File: config.mk
export PLATFORM = sky130hd
export DESIGN_NAME = interval_timer_unit
export DESIGN_NICKNAME = d
export VERILOG_FILES = /design/src/rtl/itu_pkg.sv /design/src/rtl/itu_edge_sync.sv /design/src/rtl/itu_prescaler.sv /design/src/rtl/itu_timer.sv /design/src/rtl/itu_tg_counter.sv /design/src/rtl/interval_timer_unit.sv
export SDC_FILE = /design/constraint.sdc
export NUM_CORES = 1
export LEC_CHECK = 0
export BUFFER_PORTS_ARGS = -buffer_cell sky130_fd_sc_hd__buf_2
export CAP_MARGIN = 5
export CORE_UTILIZATION = 50
export CTS_BUF_LIST = sky130_fd_sc_hd__clkbuf_8
export CTS_CLUSTER_DIAMETER = 60
export DETAILED_ROUTE_END_ITERATION = 7
export GPL_TIMING_DRIVEN = 0
export PLACE_DENSITY_LB_ADDON = 0.2
export SLEW_MARGIN = 10
export SYNTH_ARGS = -nofsm -noshare
export SYNTH_HDL_FRONTEND = slang
export SYNTH_SLANG_ARGS = --single-unit
File: constraint.sdc
create_clock -name clk -period 2.3 [get_ports clk]
set_input_delay 0 -clock clk [delete_from_list [all_inputs] [get_ports clk]]
set_output_delay 0 -clock clk [all_outputs]
set_load 0.01 [all_outputs]
File: src/rtl/itu_pkg.sv
package itu_pkg;
  typedef enum logic [2:0] {
    CMD_NONE    = 3'd0,
    CMD_LOAD_A  = 3'd1,
    CMD_START_A = 3'd2,
    CMD_STOP_A  = 3'd3,
    CMD_LOAD_B  = 3'd4,
    CMD_START_B = 3'd5,
    CMD_STOP_B  = 3'd6,
    CMD_GO      = 3'd7
  } itu_cmd_e;

  localparam int NUM_TIMERS = 2;
endpackage

File: src/rtl/itu_edge_sync.sv
module itu_edge_sync #(
  parameter int STAGES = 2
) (
  input  logic clk,
  input  logic rst_n,
  input  logic async_in,
  output logic rise_o
);
  logic [STAGES-1:0] sync_q, sync_d;
  logic              prev_q, prev_d;

  always_comb begin
    sync_d = {sync_q[STAGES-2:0], async_in};
    prev_d = sync_q[STAGES-1];
  end

  always_ff @(posedge clk or negedge rst_n) begin
    if (!rst_n) begin
      sync_q <= '0;
      prev_q <= 1'b0;
    end else begin
      sync_q <= sync_d;
      prev_q <= prev_d;
    end
  end

  assign rise_o = sync_q[STAGES-1] & ~prev_q;
endmodule

File: src/rtl/itu_prescaler.sv
module itu_prescaler #(
  parameter int DIV = 10
) (
  input  logic clk,
  input  logic rst_n,
  input  logic en,
  input  logic tick_in,
  output logic tick_out
);
  localparam int CW = (DIV > 1) ? $clog2(DIV) : 1;
  localparam logic [CW-1:0] LAST = CW'(DIV - 1);

  logic [CW-1:0] phase_q, phase_d;
  logic          tick_q, tick_d;

  always_comb begin
    phase_d = phase_q;
    tick_d  = 1'b0;
    if (en && tick_in) begin
      if (phase_q == LAST) begin
        phase_d = '0;
        tick_d  = 1'b1;
      end else begin
        phase_d = phase_q + 1'b1;
      end
    end
  end

  always_ff @(posedge clk or negedge rst_n) begin
    if (!rst_n) begin
      phase_q <= '0;
      tick_q  <= 1'b0;
    end else begin
      phase_q <= phase_d;
      tick_q  <= tick_d;
    end
  end

  assign tick_out = tick_q;
endmodule

File: src/rtl/itu_timer.sv
module itu_timer #(
  parameter int TW = 16
) (
  input  logic          clk,
  input  logic          rst_n,
  input  logic          en,
  input  logic          tick,
  input  logic          load,
  input  logic          start,
  input  logic          stop,
  input  logic [TW-1:0] load_val,
  output logic [TW-1:0] count,
  output logic          running,
  output logic          ovf_pulse
);
  logic [TW-1:0] cnt_q, cnt_d;
  logic          run_q, run_d;
  logic          ovf_q, ovf_d;

  always_comb begin
    cnt_d = cnt_q;
    run_d = run_q;
    ovf_d = 1'b0;
    if (en) begin
      if (start) run_d = 1'b1;
      if (stop)  run_d = 1'b0;
      if (load) begin
        cnt_d = load_val;
      end else if (run_q && tick) begin
        cnt_d = cnt_q + 1'b1;
        ovf_d = (cnt_q == '1);
      end
    end
  end

  always_ff @(posedge clk or negedge rst_n) begin
    if (!rst_n) begin
      cnt_q <= '0;
      run_q <= 1'b0;
      ovf_q <= 1'b0;
    end else begin
      cnt_q <= cnt_d;
      run_q <= run_d;
      ovf_q <= ovf_d;
    end
  end

  assign count     = cnt_q;
  assign running   = run_q;
  assign ovf_pulse = ovf_q;
endmodule

File: src/rtl/itu_tg_counter.sv
module itu_tg_counter #(
  parameter int TW = 16
) (
  input  logic          clk,
  input  logic          rst_n,
  input  logic          en,
  input  logic          tick,
  input  logic          go,
  output logic [TW-1:0] count,
  output logic          out_n
);
  logic [TW-1:0] cnt_q, cnt_d;
  logic          low_q, low_d;

  always_comb begin
    cnt_d = cnt_q;
    low_d = low_q;
    if (en) begin
      if (go) begin
        cnt_d = '0;
        low_d = 1'b0;
      end else if (tick) begin
        cnt_d = cnt_q + 1'b1;
        if (cnt_q == '1) low_d = 1'b1;
      end
    end
  end

  always_ff @(posedge clk or negedge rst_n) begin
    if (!rst_n) begin
      cnt_q <= '0;
      low_q <= 1'b0;
    end else begin
      cnt_q <= cnt_d;
      low_q <= low_d;
    end
  end

  assign count = cnt_q;
  assign out_n = ~low_q;
endmodule

File: src/rtl/interval_timer_unit.sv
module interval_timer_unit #(
  parameter int TW          = 16,
  parameter int PRESCALE    = 10,
  parameter int SYNC_STAGES = 2
) (
  input  logic          clk,
  input  logic          rst_n,
  input  logic          tclk_in,
  input  logic          tgclk_in,
  input  logic          freeze_n,
  input  logic          cmd_valid,
  input  logic [2:0]    cmd_op,
  input  logic [TW-1:0] cmd_data,
  input  logic [1:0]    rd_sel,
  output logic [TW-1:0] rd_data,
  output logic          irq_a,
  output logic          irq_b,
  output logic          tg_out_n
);
  import itu_pkg::*;

  localparam int NT = NUM_TIMERS;

  logic [1:0] rst_sync_q;
  logic       rst_n_i;

  always_ff @(posedge clk or negedge rst_n) begin
    if (!rst_n) rst_sync_q <= 2'b00;
    else        rst_sync_q <= {rst_sync_q[0], 1'b1};
  end
  assign rst_n_i = rst_sync_q[1];

  logic tick_t, tick_tg, tick_pre;

  itu_edge_sync #(.STAGES(SYNC_STAGES)) u_tsync (
    .clk(clk), .rst_n(rst_n_i), .async_in(tclk_in), .rise_o(tick_t)
  );

  itu_edge_sync #(.STAGES(SYNC_STAGES)) u_tgsync (
    .clk(clk), .rst_n(rst_n_i), .async_in(tgclk_in), .rise_o(tick_tg)
  );

  itu_prescaler #(.DIV(PRESCALE)) u_pre (
    .clk(clk), .rst_n(rst_n_i), .en(freeze_n), .tick_in(tick_t), .tick_out(tick_pre)
  );

  logic          acc;
  logic [NT-1:0] ld, st, sp, tk, run, ovf;
  logic          go;
  logic [TW-1:0] cnt [NT];
  logic [TW-1:0] cnt_tg;

  always_comb begin
    acc   = cmd_valid & freeze_n;
    ld[0] = acc && (cmd_op == CMD_LOAD_A);
    st[0] = acc && (cmd_op == CMD_START_A);
    sp[0] = acc && (cmd_op == CMD_STOP_A);
    ld[1] = acc && (cmd_op == CMD_LOAD_B);
    st[1] = acc && (cmd_op == CMD_START_B);
    sp[1] = acc && (cmd_op == CMD_STOP_B);
    go    = acc && (cmd_op == CMD_GO);
    tk[0] = tick_t;
    tk[1] = tick_pre;
  end

  for (genvar g = 0; g < NT; g++) begin : g_tmr
    itu_timer #(.TW(TW)) u_tmr (
      .clk(clk), .rst_n(rst_n_i), .en(freeze_n), .tick(tk[g]),
      .load(ld[g]), .start(st[g]), .stop(sp[g]), .load_val(cmd_data),
      .count(cnt[g]), .running(run[g]), .ovf_pulse(ovf[g])
    );
  end

  itu_tg_counter #(.TW(TW)) u_tg (
    .clk(clk), .rst_n(rst_n_i), .en(freeze_n), .tick(tick_tg), .go(go),
    .count(cnt_tg), .out_n(tg_out_n)
  );

  always_comb begin
    case (rd_sel)
      2'd0:    rd_data = cnt[0];
      2'd1:    rd_data = cnt[1];
      2'd2:    rd_data = cnt_tg;
      default: rd_data = '0;
    endcase
  end

  assign irq_a = ovf[0];
  assign irq_b = ovf[1];
endmodule

# ---- Word-level counts from Yosys, hierarchy flattened
# Cells that the tools add are included.
dict set report op_classes {
  n_addsub 4
  eq_ne 13
  muxes 23
  bitwise_logic 6
  n_reduce_logical 23
}
# cell n
set op_table {}
lappend op_table {{2-to-1 mux 16 bit} 6}
lappend op_table {{adder 16 x 1 -> 16 bit, second input constant} 3}
lappend op_table {{equality test 16 bit, second input constant} 3}
lappend op_table {{one-hot mux 16 bit (3 select lines)} 1}
lappend op_table {{2-to-1 mux 1 bit} 15}
lappend op_table {{equality test 3 bit, second input constant} 4}
lappend op_table {{nonzero test 2 bit} 6}
lappend op_table {{logical AND 1 bit} 10}
lappend op_table {{AND reduction 2 bit} 5}
lappend op_table {{equality test 3 x 2 -> 1 bit, second input constant} 2}
lappend op_table {{adder 4 x 1 -> 4 bit, second input constant} 1}
lappend op_table {{equality test 4 bit, second input constant} 1}
lappend op_table {{2-to-1 mux 4 bit} 1}
lappend op_table {{AND 1 bit} 3}
lappend op_table {{equality test 3 x 1 -> 1 bit, second input constant} 1}
lappend op_table {{inverter 1 bit} 3}
lappend op_table {{AND reduction 3 bit} 1}
lappend op_table {{equality test 2 x 1 -> 1 bit, second input constant} 1}
lappend op_table {{equality test 2 bit, second input constant} 1}
lappend op_table {{logical NOT 2 bit} 1}
dict set report totals {
  ff_bits 66
  in_bits 27
  output_inout_bits 19
}

# ---- Longest topological paths before layout
# Gate-level depths: netlist of run 1.
dict set report logic_depth {
  word_depth 6
  depth_mapped 6
  ltp_nobuf 5
}

# ---- Hierarchy
# Synthesis of run 1 repeated with hierarchy kept, for this count alone.
dict set report unflattened {
  cells_unflattened 445
  area_unflattened_um2 4115.2
}
# module instances cells_per_inst area_each_um2
set by_module_without_submodules {}
lappend by_module_without_submodules {itu_timer 2 136 1156.1}
lappend by_module_without_submodules {itu_tg_counter 1 93 913.4}
lappend by_module_without_submodules {interval_timer_unit 1 54 491.7}
lappend by_module_without_submodules {itu_prescaler 1 18 220.2}
lappend by_module_without_submodules {itu_edge_sync 2 4 88.8}

# ---- Worst setup path after synthesis of run 1
# No wires, ideal clock.
dict set report synth_timing {
  kind {register to register}
  startpoint {register g_tmr[0].u_tmr.cnt_q[0]}
  endpoint {register g_tmr[0].u_tmr.cnt_q[10]}
  setup_time_ns 0.131
  arrival_time_ns 1.492
  required_ns 2.169
  setup_slack_ns 0.676
  path_stages_with_launch 6
  path_buffers 0
  path_cell_list {dfrtp_1 > ha_1 > nand3_1 > nor4_1 > nor4b_1 > nor3_1}
}
dict set report synth_via {
  elab_chain_len 3
}
# element line_no
set synth_rtl {}
lappend synth_rtl {{from (decl)} itu_timer.sv:16} ;# logic [TW-1:0] cnt_q, cnt_d;
lappend synth_rtl {{from (signal assigned)} itu_timer.sv:42} ;# cnt_q <= cnt_d;
lappend synth_rtl {{adder 16 x 1 -> 16 bit} itu_timer.sv:30} ;# cnt_d = cnt_q + 1'b1;
lappend synth_rtl {{2-to-1 mux 16 bit} itu_timer.sv:29} ;# end else if (run_q && tick) begin
lappend synth_rtl {{2-to-1 mux 16 bit} itu_timer.sv:27} ;# if (load) begin
# No other way between the ends. The select of a mux whose other input is x is not followed.
# A chain may end at the register's enable or synchronous reset.

# ---- Final worst setup path of run 1
# Same ends and word-level chain as after synthesis.

==> results of run 1 <==
[registers in the layout, indices dropped and copies added (netlist names)]
register and cells:
u_tsync.sync_q 2, u_tgsync.prev_q 1, u_pre.phase_q 4, u_tg.count 16, u_tsync.prev_q 1, rst_sync_q 2
g_tmr.u_tmr.ovf_pulse 2, g_tmr.u_tmr.running 2, u_tgsync.sync_q 2, u_tg.low_q 1, g_tmr.u_tmr.count 32, u_pre.tick_out 1
[worst min path at each step]
| stage | start | to | slack [ps] | depth (start not counted) |
|---|---|---|---|---|
| final | cmd_data[3] | g_tmr[0].u_tmr.count[3] | 3 | 3 |
| after global routing | cmd_data[3] | g_tmr[0].u_tmr.count[3] | 30 | 3 |
| after CTS | cmd_data[3] | g_tmr[0].u_tmr.count[3] | 0.9 | 3 |
| after detailed placement | rst_n | rst_sync_q[0] | -210 | 1 |
| after global placement | rst_n | rst_sync_q[0] | -220 | 1 |
| after floorplan | rst_n | rst_sync_q[0] | -300 | 0 |
[metrics by stage]
stage                     power [mW]  utilization, %
after floorplan                 2.15               -
final                           3.67            62.0
after detailed placement        2.49            56.8
after global placement          2.45            56.5
after CTS                       3.64            62.0
after global routing            3.84            62.0
[per-layer routing]
metal  GRT usage (%)  up-vias  routed length, µm
met5               0        -                  0
met4            14.9        0                442
li1                -     1833                  -
met3            5.31       45               1040
met2            44.5      186               5420
met1            44.0     1918               5270
[power by group through the flow]
stage,combinational (mW),sequential (mW),clock [mW]
floorplan,0.575,1.58,0
global placement,0.782,1.67,0
detailed placement,0.825,1.67,0
CTS,0.854,1.65,1.14
global route,0.951,1.69,1.20
finish,0.865,1.66,1.14
[cell families (layout without fill, tap and decap cells)]
logic type,Yosys count,in the layout,share of synthesized area (%)
xor gates and xnor gates,11,11,2.40
buffers and inverters,35,114,3.99
DFF,66,66,41.1
and+or+nand+nor,180,180,25.2
muxes,20,20,4.99
other,1,1,0.0934
AOI/OAI and AO/OA,131,131,21.3
adders and majority gates,3,3,0.935
[final cells by class]
class	count	area (µm²)	area share [%]
plain buffers	22	111	2.32
clock buffers	9	124	2.59
clock inverters	7	98.8	2.06
inverters	13	48.8	1.02
multi-input cells	346	2200	46.0
flip-flops and latches	66	1660	34.6
well taps	102	128	2.66
repair buffers	63	420	8.78
[synth_stat cells, drive strengths merged, types with 3 or more instances]
cell type and number:
dfrtp 66, clkbuf 10, and3b 3, nor2 24, a211oi 9, o22ai 11, o31ai 7, inv 13
a31oi 5, buf 12, o2bb2ai 5, a2bb2oi 8, a22oi 6, a311oi 4, nor2b 3, o211ai 6
nand3b 5, mux2i 20, nor3 18, xor2 6, nand2 41, and2 9, ha 3, a21oi 22
nor4 7, o22a 3, nand3 21, o21ai 36, or4 6, xnor2 5, and4 8, nand4 12
and3 11, or3 3
[timing repair]
item | in CTS | in global routing
setup buffers | 0 | 0
setup endpoints to repair | 0 | 0
hold buffers | 18 | 0
hold endpoints to repair | 20 | 0
[worst max-delay path, stage by stage, from the launching register on]
cell	delay, ps
dfrtp_1	430
ha_1	230
nand3_1	240
nor4_1	610
nor4b_1	370
nor3_1	100
==> results.md, run 1 <==
- Area post-placement: 0.00439 mm²
- Antenna violations before repair: 0
- Fill cells: 693
- Synthesized flop and latch total: 66
- Clock skew: 6.48 ps
- Mean Syn Cell Area: 8.98 µm²
- Worst R2R Setup Slack: 190 ps
- RSZ-0062 raised after global routing: false
- Final Critical Period: 2110 ps
- GRT Overall Usage: 30.6%
- R2R cell count: 5
- Number of synthesized flops with an enable pin: 0
- PnR worst setup slack: 189 ps
- Synth top area share: 41.1%
- CTS resizes: 0
- Main area contributors after synthesis: dfrtp_1 (41%), mux2i_1 (5.0%), o21ai_0 (4.2%), nand2_1 (3.7%), a21oi_1 (2.6%)
- CP startpoint kind: flop
- Setup CP Type: reg -> reg
- Fin nets: 551
- Die width: 91.6 µm
- Reg2reg end: g_tmr[0].u_tmr.count[10]
- Commonest cells after routing, fill and taps aside: dfrtp_1 (65), buf_2 (52), nand2_1 (40)
- F_max: 474 MHz
- Setup TNS: 0 ps
- Vias in the first global route: 3741
- Final hold slack: 3.06 ps
- Max_cap viols: 0
- CP Launch Point: g_tmr[0].u_tmr.count[0]
- Hold Violations, Final: 0
- Run status: complete, no violations
- Pin count of the biggest net entering global routing: 38
- Die area: 0.00839 mm²
- Port Buffers: 44
- Sw Share: 36.0%
- Synth Cell Area: 0.00402 mm²
- Synth area leader: dfrtp_1
- Pint: 2.35 mW
- Layout area overhead: 19.3%
- Clk slew on worst S/H paths: 80 ps
- Routed Antenna Nets: 0
- Most common cell after layout, fill and taps aside: dfrtp_1
- N_diodes: 0
- Share of cells above drive strength 1: 16.3%
- Crit path to: g_tmr[0].u_tmr.count[10]
- Average wire per standard cell: 19.4 µm
- R2r startpoint: g_tmr[0].u_tmr.count[0]
- Final Setup Violations: 0
- Cts bufs inserted: 9
- Number of cell rows: 32
- Leakage power: 2.04 nW
- CP max FO: 7
- Worst hold path class: in -> reg
- Worst EP arrival: 2350 ps
- Clock Sink Count: 66
- Detailed Route WL: 12.2 mm
- Slew @ Worst Pin: 774 ps
- DP Worst Slack: 294 ps
- Clock share of power: 31.0%
- Initial DRT Pass Iterations: 8
- Power Dens Cells: 765 mW/mm²
- Root buf cell: clkbuf_8
- H-tree Lvls: 3
- Sequential area share after synthesis: 41.1%
- Switching pwr: 1.32 mW
- GP Congestion: 0.940
- Period Utilization, post-route: 91.8%
- Slew Viols, Final: 0
- Clock Path Buffers: 2
- Mapped Nets: 477
- First DRT Iteration DRCs: 451
- Ys flop type: dfrtp_1
- VDD IR max: 0.434 mV
- YS warnings: 0
- Rel. slew slack: 48.0%
- DR DRC count: 0
- Synth Instances: 447
- Required time of the critical path: 2530 ps
- IO Count: 46
- Die Y: 91.6 µm
- CTS tree: done
- Total congestion overflow: 0
- Starting Density: 52.0%
- Routed vias/inst: 6.34
- Comb pwr share: 23.6%
- Ys async rst share: 100%
- Core footprint: 0.00773 mm²
- Vias: 3982
- Sequential share of power: 45.4%
- Final HPWL DP: 8.71 mm
- Post-synth cell types: 62
- Crit end category: flop
- Dpl cells: 594
- Finished Cell Area: 0.00479 mm²
- Final Non-Filler Cells: 628
- Clock Latency Late Sink: 360 ps
- Wire length of the first global-routing pass: 19.6 mm
(Power assumes the default switching activity.)
==> inputs of run 2 (changes only) <==
- ABC_CLOCK_PERIOD_IN_PS: default -> 2300
- CORE_ASPECT_RATIO: default -> 1.25
==> results.md, run 2 (synthesis results as in run 1) <==
- Run status: complete, no violations (unchanged)
- IO Count: 46 (unchanged)
- Final hold slack: 8.00 ps (was 3.06 ps)
- RSZ-0062 raised after global routing: false (unchanged)
- Final Critical Period: 2080 ps (was 2110 ps)
- Total congestion overflow: 0 (unchanged)
- Die Y: 102 µm (was 91.6 µm)
- Share of cells above drive strength 1: 16.5% (was 16.3%)
- Worst EP arrival: 2290 ps (was 2350 ps)
- Switching pwr: 1.28 mW (was 1.32 mW)
- Pin count of the biggest net entering global routing: 42 (was 38)
- Slew Viols, Final: 0 (unchanged)
- DR DRC count: 0 (unchanged)
- Root buf cell: clkbuf_8 (unchanged)
- Vias: 4016 (was 3982)
- Hold Violations, Final: 0 (unchanged)
- Final HPWL DP: 8.81 mm (was 8.71 mm)
- Hold_buf cts: 14 (was 18)
- CTS resizes: 0 (unchanged)
- First DRT Iteration DRCs: 448 (was 451)
- GP Congestion: 0.939 (was 0.940)
- Clock skew: 8.76 ps (was 6.48 ps)
- Routed Antenna Nets: 0 (unchanged)
- CP max FO: 7 (unchanged)
- Clock share of power: 28.6% (was 31.0%)
- N_diodes: 0 (unchanged)
- VDD IR max: 0.482 mV (was 0.434 mV)
- Layout area overhead: 17.5% (was 19.3%)
- Leakage power: 2.01 nW (was 2.04 nW)
- Storage cell area: 0.00166 mm² (unchanged)
- Clock Sink Count: 66 (unchanged)
- Average wire per standard cell: 19.1 µm (was 19.4 µm)
- Setup TNS: 0 ps (unchanged)
- Total power: 3.51 mW (was 3.67 mW)
- Die area: 0.00839 mm² (about the same)
- Dpl cells: 587 (was 594)
- Final Setup Violations: 0 (unchanged)
- Pint: 2.23 mW (was 2.35 mW)
- Port Buffers: 44 (unchanged)
- Worst hold path class: in -> reg (unchanged)
- Vias in the first global route: 3758 (was 3741)
- Sequential share of power: 47.2% (was 45.4%)
- Cts bufs inserted: 9 (unchanged)
- Clock Path Buffers: 2 (unchanged)
- Routed vias/inst: 6.51 (was 6.34)
- Crit end category: flop (unchanged)
- Required time of the critical path: 2520 ps (was 2530 ps)
- CTS tree: done (unchanged)
- PnR worst setup slack: 224 ps (was 189 ps)
- Period Utilization, post-route: 90.3% (was 91.8%)
- H-tree Lvls: 3 (unchanged)
- Antenna violations before repair: 0 (unchanged)
- CP startpoint kind: flop (unchanged)
- Wire length of the first global-routing pass: 18.9 mm (was 19.6 mm)
- F_max: 482 MHz (was 474 MHz)
- Detailed Route WL: 11.8 mm (was 12.2 mm)
- DP Worst Slack: 294 ps (about the same)
- Initial DRT Pass Iterations: 5 (was 8)
- GRT Overall Usage: 30.3% (was 30.6%)
- Most common cell after layout, fill and taps aside: dfrtp_1 (unchanged)
- Comb pwr share: 24.2% (was 23.6%)
- Number of cell rows: 36 (was 32)
- Clk slew on worst S/H paths: 80 ps (about the same)
- Post CTS Setup Buffer Count: 0 (unchanged)
- Max_cap viols: 0 (unchanged)
- Die width: 82.2 µm (was 91.6 µm)
- Commonest cells after routing, fill and taps aside: dfrtp_1 (65), buf_2 (52), nand2_1 (40) (unchanged)
- Fill cells: 682 (was 693)
- Sw Share: 36.4% (was 36.0%)
- Setup CP Type: reg -> reg (unchanged)
- Starting Density: 51.5% (was 52.0%)
- Max FFs per register: 32 (unchanged)
- Final Non-Filler Cells: 617 (was 628)
- Core footprint: 0.00779 mm² (was 0.00773 mm²)
- Slew @ Worst Pin: 712 ps (was 774 ps)
- Clock Latency Late Sink: 350 ps (was 360 ps)
- Power Dens Cells: 743 mW/mm² (was 765 mW/mm²)
- Footprint of the multi-input gates: 0.00220 mm² (unchanged)
- Rel. slew slack: 52.2% (was 48.0%)
- Fin nets: 547 (was 551)
-- run 2: cell types whose count changed in the layout (fill, tap and decap cells not counted), sizes merged --
cell         previous run  this run
inv                    16        14
dlygate4sd3            18        14
clkinv                  1         4
bufinv                  2         1
-- run 2: cell type report --
class                   count  area share (%)
plain buffers              22            2.36
clock buffers               9            2.62
clock inverters             7            1.64
inverters                  13            1.03
multi-input cells         346            46.7
flip-flops and latches     66            35.1
well taps                  95            2.52
repair buffers             59            8.06
-- run 2: layer usage --
layer	global-route usage [%]	share of wire, %	vias to the layer above
met5	0	0	-
met4	15.0	4.5	0
met3	4.29	8.3	46
met2	47.8	47	223
met1	40.4	41	1906
li1	-	-	1841
-- run 2: worst max-delay path, cell delays in order, from the launching register on --
cell and delay [ps]:
dfrtp_1 410, ha_1 210, nand3_1 250, nor4_1 670, nor4b_1 310, nor3_1 100
-- run 2: worst paths after layout --
check                                        startpoint                        to  slack [ps]  cells after the start
worst max-delay path            g_tmr[0].u_tmr.count[0]  g_tmr[0].u_tmr.count[10]         220                      5
worst min-delay path                        cmd_data[4]   g_tmr[0].u_tmr.count[4]           8                      3
worst max register to register  g_tmr[0].u_tmr.count[0]  g_tmr[0].u_tmr.count[10]         220                      5
worst min register to register            rst_sync_q[1]   g_tmr[0].u_tmr.count[6]         230                      0
max in group asynchronous                 rst_sync_q[1]            u_tg.count[13]        1530                      1
min in group asynchronous                 rst_sync_q[1]   g_tmr[0].u_tmr.count[6]         230                      0
-- run 2: stage by stage --
step,cell area [µm²],util [%]
2_1_floorplan,4020,-
3_3_place_gp,4350,55.9
3_5_place_dp,4380,56.2
4_1_cts,4720,60.6
5_1_grt,4720,60.6
6_report,4720,60.6
-- run 2: power groups by stage --
| stage | Clock, mW | Sequential, mW | Combinational [mW] |
|---|---|---|---|
| floorplan | 0 | 1.58 | 0.575 |
| global placement | 0 | 1.67 | 0.774 |
| detailed placement | 0 | 1.67 | 0.813 |
| CTS | 1.01 | 1.64 | 0.838 |
| global route | 1.07 | 1.68 | 0.957 |
| finish | 1.00 | 1.66 | 0.847 |
